--- config.mk ---
export PLATFORM = sky130hd
export DESIGN_NAME = alu_cabs
export DESIGN_NICKNAME = d
export VERILOG_FILES = /design/src/rtl/alu_cabs_pkg.sv /design/src/rtl/alu_cabs_dec.sv /design/src/rtl/alu_cabs_addsub.sv /design/src/rtl/alu_cabs_resmux.sv /design/src/rtl/alu_cabs.sv
export SDC_FILE = /design/constraint.sdc
export NUM_CORES = 1
export LEC_CHECK = 0
export ABC_CLOCK_PERIOD_IN_PS = 4450
export BUFFER_PORTS_ARGS = -buffer_cell sky130_fd_sc_hd__buf_2
export CAP_MARGIN = 0
export CORE_ASPECT_RATIO = 1.25
export CORE_UTILIZATION = 40
export CTS_CLUSTER_SIZE = 10
export DETAILED_ROUTE_END_ITERATION = 7
export SYNTH_ARGS = -nofsm -noshare
export SYNTH_HDL_FRONTEND = slang
export SYNTH_SLANG_ARGS = --single-unit
--- constraint.sdc ---
create_clock -name clk -period 4.45 [get_ports clk]
set_clock_uncertainty 0.1 [all_clocks]
set_input_delay 0.6675 -clock clk [delete_from_list [all_inputs] [get_ports clk]]
set_output_delay 0.6675 -clock clk [all_outputs]
set_load 0.05 [all_outputs]
--- src/rtl/alu_cabs_pkg.sv ---
package alu_cabs_pkg;

  typedef enum logic [2:0] {
    OP_AND  = 3'b000,
    OP_OR   = 3'b001,
    OP_ADD  = 3'b010,
    OP_RSV  = 3'b011,
    OP_NOTB = 3'b100,
    OP_ABSB = 3'b101,
    OP_SUB  = 3'b110,
    OP_SLT  = 3'b111
  } alu_op_e;

  typedef enum logic [2:0] {
    SEL_AND,
    SEL_OR,
    SEL_SUM,
    SEL_SLT,
    SEL_NOTB,
    SEL_NONE
  } res_sel_e;

  typedef struct packed {
    logic     b_inv;     // invert b into the adder
    logic     carry_in;  // adder carry-in
    logic     a_zero;    // force adder a input to zero
    logic     abs_mode;  // magnitude control: negation follows b sign
    logic     ovf_en;    // signed overflow reported for add/sub
    res_sel_e sel;
  } alu_ctrl_t;

endpackage

--- src/rtl/alu_cabs_dec.sv ---
module alu_cabs_dec
  import alu_cabs_pkg::*;
(
  input  logic [2:0] op_i,
  output alu_ctrl_t  ctrl_o
);

  always_comb begin
    ctrl_o = '{b_inv: 1'b0, carry_in: 1'b0, a_zero: 1'b0,
               abs_mode: 1'b0, ovf_en: 1'b0, sel: SEL_NONE};
    unique case (alu_op_e'(op_i))
      OP_AND:  ctrl_o.sel = SEL_AND;
      OP_OR:   ctrl_o.sel = SEL_OR;
      OP_ADD: begin
        ctrl_o.sel    = SEL_SUM;
        ctrl_o.ovf_en = 1'b1;
      end
      OP_SUB: begin
        ctrl_o.sel      = SEL_SUM;
        ctrl_o.b_inv    = 1'b1;
        ctrl_o.carry_in = 1'b1;
        ctrl_o.ovf_en   = 1'b1;
      end
      OP_SLT: begin
        ctrl_o.sel      = SEL_SLT;
        ctrl_o.b_inv    = 1'b1;
        ctrl_o.carry_in = 1'b1;
      end
      OP_NOTB: ctrl_o.sel = SEL_NOTB;
      OP_ABSB: begin
        ctrl_o.sel      = SEL_SUM;
        ctrl_o.a_zero   = 1'b1;
        ctrl_o.abs_mode = 1'b1;
      end
      default: ctrl_o.sel = SEL_NONE;
    endcase
  end

endmodule

--- src/rtl/alu_cabs_addsub.sv ---
module alu_cabs_addsub #(
  parameter int W = 8
) (
  input  logic [W-1:0] a_i,
  input  logic [W-1:0] b_i,
  input  logic         a_zero_i,
  input  logic         b_inv_i,
  input  logic         cin_i,
  input  logic         abs_mode_i,
  output logic [W-1:0] sum_o,
  output logic         sovf_o,
  output logic         less_o,
  output logic         abs_ovf_o
);

  localparam int MSB = W - 1;

  logic         neg_b;
  logic         cin_eff;
  logic [W-1:0] a_eff;
  logic [W-1:0] b_eff;

  always_comb begin
    // magnitude mode: negate b only when it is negative
    neg_b   = abs_mode_i ? b_i[MSB] : b_inv_i;
    cin_eff = abs_mode_i ? b_i[MSB] : cin_i;
    a_eff   = a_zero_i ? '0 : a_i;
    b_eff   = neg_b ? ~b_i : b_i;
    sum_o   = a_eff + b_eff + {{(W-1){1'b0}}, cin_eff};
    sovf_o  = (a_eff[MSB] == b_eff[MSB]) && (sum_o[MSB] != a_eff[MSB]);
    less_o  = sum_o[MSB] ^ sovf_o;
    // 0 - b leaves the sign set only for the most negative b
    abs_ovf_o = abs_mode_i & sum_o[MSB];
  end

endmodule

--- src/rtl/alu_cabs_resmux.sv ---
module alu_cabs_resmux
  import alu_cabs_pkg::*;
#(
  parameter int W = 8
) (
  input  res_sel_e     sel_i,
  input  logic [W-1:0] a_i,
  input  logic [W-1:0] b_i,
  input  logic [W-1:0] sum_i,
  input  logic         less_i,
  output logic [W-1:0] res_o,
  output logic         zero_o
);

  logic [W-1:0] or_chain;

  always_comb begin
    unique case (sel_i)
      SEL_AND:  res_o = a_i & b_i;
      SEL_OR:   res_o = a_i | b_i;
      SEL_SUM:  res_o = sum_i;
      SEL_SLT:  res_o = {{(W-1){1'b0}}, less_i};
      SEL_NOTB: res_o = ~b_i;
      default:  res_o = '0;
    endcase
  end

  // ripple OR chain for the zero detect
  assign or_chain[0] = res_o[0];
  for (genvar g = 1; g < W; g++) begin : g_zor
    assign or_chain[g] = or_chain[g-1] | res_o[g];
  end
  assign zero_o = ~or_chain[W-1];

endmodule

--- src/rtl/alu_cabs.sv ---
module alu_cabs
  import alu_cabs_pkg::*;
#(
  parameter int W = 8
) (
  input  logic         clk,
  input  logic         rst,
  input  logic [2:0]   op_i,
  input  logic [W-1:0] a_i,
  input  logic [W-1:0] b_i,
  output logic [W-1:0] res_o,
  output logic         zero_o,
  output logic         ovf_o
);

  alu_ctrl_t    ctrl;
  logic [W-1:0] sum;
  logic         sovf;
  logic         less;
  logic         abs_ovf;
  logic [W-1:0] res_d;
  logic         zero_d;
  logic         ovf_d;

  alu_cabs_dec u_dec (
    .op_i   (op_i),
    .ctrl_o (ctrl)
  );

  alu_cabs_addsub #(.W(W)) u_addsub (
    .a_i        (a_i),
    .b_i        (b_i),
    .a_zero_i   (ctrl.a_zero),
    .b_inv_i    (ctrl.b_inv),
    .cin_i      (ctrl.carry_in),
    .abs_mode_i (ctrl.abs_mode),
    .sum_o      (sum),
    .sovf_o     (sovf),
    .less_o     (less),
    .abs_ovf_o  (abs_ovf)
  );

  alu_cabs_resmux #(.W(W)) u_mux (
    .sel_i  (ctrl.sel),
    .a_i    (a_i),
    .b_i    (b_i),
    .sum_i  (sum),
    .less_i (less),
    .res_o  (res_d),
    .zero_o (zero_d)
  );

  assign ovf_d = (ctrl.ovf_en & sovf) | abs_ovf;

  always_ff @(posedge clk) begin
    if (rst) begin
      res_o  <= '0;
      zero_o <= 1'b1;
      ovf_o  <= 1'b0;
    end else begin
      res_o  <= res_d;
      zero_o <= zero_d;
      ovf_o  <= ovf_d;
    end
  end

endmodule

==> flow_summary.yaml <==
critical_path:
  critical_path.startpoint_type: "input port"
  setup.worst_path.end_class: "flop"
  series_of_cell_instances_along_the_critical_path: "buf_2, a21o_1, nand2_1, xnor2_1, fa_1, a21o_1, a211o_1, a311oi_1, nor3_1, a31oi_1, nand4_1, nor2b_1, a41o_1"
  crit_path_max_fanout: 21
  cp-startpoint: "op_i[1]"
  path_common_cell: "sky130_fd_sc_hd__a21o_1"
  worstPathArrival_ns: 3.60
  path_class: "in -> reg"
  worst_path_largest_cell_delay_ns: 0.51
  critPathRequiredTime_ns: 4.55
  crit_slowest_cell: "sky130_fd_sc_hd__fa_1"
  worst_path_dominant_cell_family: "compound AO/OA/AOI/OAI gates"
  bufs_and_invs_on_worst_path: 1
route:
  firstDrtPassIters: 4
  via_count: 1367
  routed_wirelength_um: 3320
  viasPerCell: 5.89
  post_drt_wl_per_cell_um: 14.3
  postRouteAntennaNets: 0
  detail_route.drc_violations: 0
  detail_route.iter0.violations: 48
finish:
  layout.filler_cells: 316
  drive_gt1_share_pct: 24.0
  syn2layout_area_growth_pct: 14.0
  post_layout_inst_area_um2: 1460
  final_net_count: 225
  count_of_inserted_antenna_diode_cells: 0
clocking:
  clock_tree_from_tritoncts: "done"
  cts.clk_slew.worst_paths_ns: 0.06
  cts.hold.buffers_added: 0
  clock_tree_root_driver_cell: "sky130_fd_sc_hd__clkbuf_4"
  cts.path.max_buffers: 2
  cts_sinks: 10
  cts.repair_timing.setup_buffer_count: 0
  htreeDepth: 1
  cts.repair.resized: 0
  numCtsBuffers: 3
worst_hold_path:
  min-delay-start: "rst"
  worst_hold_path_type: "in -> reg"
  hold-path-endpoint: "ovf_o$_SDFF_PP0_"
  hold_path_depth: 2
sta:
  worst_pin_slew_ns: 0.667
  maxClockFrequency_ghz: 0.286
  grt_setup_unrepaired: "no"
  max-slew-margin-rel_pct: 55.4
  final.setup.worst_slack_ns: 0.949
  final_hold_viol_count: 0
  final_max_slew_viol_count: 0
  period_minus_slack_ns: 3.50
  setup-violations-final: 0
  layout_worst_path_cycle_share_pct: 78.7
  fin_tns_setup_ns: 0
  hold_ws_ns: 0.476
synth:
  synth-edff-count: 0
  synth-compound-area-share_pct: 29.6
  synthXorXnorAreaFrac_pct: 8.20
  simple_gate_share_of_the_synthesized_area_pct: 28.4
  yosys_warnings: 0
  post_synth.cell_area_avg_um2: 7.45
  post_synth_inst_count: 172
  synth.distinct_cells: 54
  netlist_top_cells_count: "sky130_fd_sc_hd__nor2_1, sky130_fd_sc_hd__nand2_1, sky130_fd_sc_hd__a21oi_1, sky130_fd_sc_hd__dfxtp_1, sky130_fd_sc_hd__o21ai_0"
  syn-cell-area_um2: 1280
  multiplexer_area_fraction_after_synthesis_pct: 3.22
  post-synth-top-area-fraction_pct: 15.6
  synth_area_leaders: "sky130_fd_sc_hd__dfxtp_1, sky130_fd_sc_hd__ha_1, sky130_fd_sc_hd__xnor2_1, sky130_fd_sc_hd__a21oi_1, sky130_fd_sc_hd__nor2_1"
  ys_dominant_reg_cell: "sky130_fd_sc_hd__dfxtp_1"
  synth_top_family_by_area: "compound AO/OA/AOI/OAI gates"
  yosys.area_share.adder_pct: 8.20
  yosysTopAreaCell: "sky130_fd_sc_hd__dfxtp_1"
  synthArstFlopShare_pct: 0
  seq_area_frac_synth_pct: 15.6
  syn_nets: 200
  post-synth-top-count-cell: "sky130_fd_sc_hd__nor2_1"
  ys_ff_latch: 10
global_route:
  globalRoute.totalOverflow: 0
  global_route.usage.total_pct: 19.6
  grt_antenna_before_repair: 0
  grt_pass1_wl_um: 5130
  grt_max_degree: 22
  first_global_vias: 1170
power_and_ir_drop:
  powerDensity_nw_per_um2: 273
  power.static_leakage_nw: 0.666
  worst_ir_drop_vdd_mv: 0.186
floorplan:
  die_area_um2: 3430
  die_h_um: 65.3
  floorplan.core_area_um2: 3000
  initial_utilization_pct: 42.7
  die_x_um: 52.6
  rows: 22
  io_pins: 31
place:
  place_worst_setup_slack_ns: 0.721
  routabilityCongestion: 0.864
  port_buffers: 30
  dpl.hpwl_um: 2550
  post_dp_cell_area_um2: 1420
outcome:
  result_of_the_run: "complete, no violations"
run:
  cap_violations: 0
state kept, by name, summed over array words and instances (netlist names):
| register | cells |
|---|---|
| zero_o | 1 |
| res_o | 8 |
| ovf_o | 1 |
placed cells by master (no fill, tap or decap), types with 3 or more instances in the layout:
cell                        n
sky130_fd_sc_hd__nand2_1   13
sky130_fd_sc_hd__a21oi_1   12
sky130_fd_sc_hd__clkbuf_4   3
sky130_fd_sc_hd__o21ai_0    9
sky130_fd_sc_hd__mux2i_1    3
sky130_fd_sc_hd__dfxtp_1   10
sky130_fd_sc_hd__nor2b_1    8
sky130_fd_sc_hd__ha_1       6
sky130_fd_sc_hd__o21bai_1   3
sky130_fd_sc_hd__xor2_1     5
sky130_fd_sc_hd__buf_2     30
sky130_fd_sc_hd__xnor2_1    7
sky130_fd_sc_hd__a21o_1     3
sky130_fd_sc_hd__nor3_1     7
sky130_fd_sc_hd__nor2_1    16
sky130_fd_sc_hd__inv_1      5
sky130_fd_sc_hd__nand3_1    3
sky130_fd_sc_hd__a211oi_1   3
sky130_fd_sc_hd__a31oi_1    5
per-stage QoR:
step / cells / utilization [%] / power (mW)
floorplan: 172 / - / 0.273
global placement: 228 / 47.5 / 0.317
detailed placement: 228 / 47.5 / 0.320
CTS: 232 / 48.7 / 0.399
global route: 232 / 48.7 / 0.425
finish: 232 / 48.7 / 0.398
layer usage:
metal | track usage [%] | part of all wire, %
met1 | 24.9 | 45
met2 | 32.0 | 48
met3 | 0.926 | 4.6
met4 | 11.5 | 2.2
met5 | 0 | 0
worst max-delay path by stage:
stage                   endpoint  slack [ns]  cells after the start
6_report       zero_o$_SDFF_PP1_        0.95                     13
5_1_grt        zero_o$_SDFF_PP1_        0.76                     13
4_1_cts        zero_o$_SDFF_PP1_        0.98                     13
3_5_place_dp   zero_o$_SDFF_PP1_        0.72                     13
3_3_place_gp   zero_o$_SDFF_PP1_        0.79                     13
2_1_floorplan  zero_o$_SDFF_PP1_        0.68                     15
cell families (layout without fill, tap and decap cells):
family,after synthesis,count (layout)
adder cells (fa/ha/maj),8,8
flip-flops,10,10
multiplexers,4,4
AND/OR/NAND/NOR,68,68
buffers and inverters,17,41
AO/OA/AOI/OAI,53,53
XOR/XNOR,12,12
final cells by class:
type | count | area (um2) | share of cell area (%)
repair buffers | 32 | 165 | 11.3
clock buffers | 4 | 36.3 | 2.49
multi-input cells | 145 | 995 | 68.1
inverters | 5 | 18.8 | 1.29
well taps | 36 | 45.0 | 3.08
flip-flops and latches | 10 | 200 | 13.7
power breakdown:
group	internal [mW]	switching [mW]	total [mW]
sequential	0.0979	0.00159	0.0995
clock	0.0495	0.0281	0.0777
combinational	0.0820	0.139	0.221
total	0.229	0.169	0.398
Power figures use the tool's default switching activity.
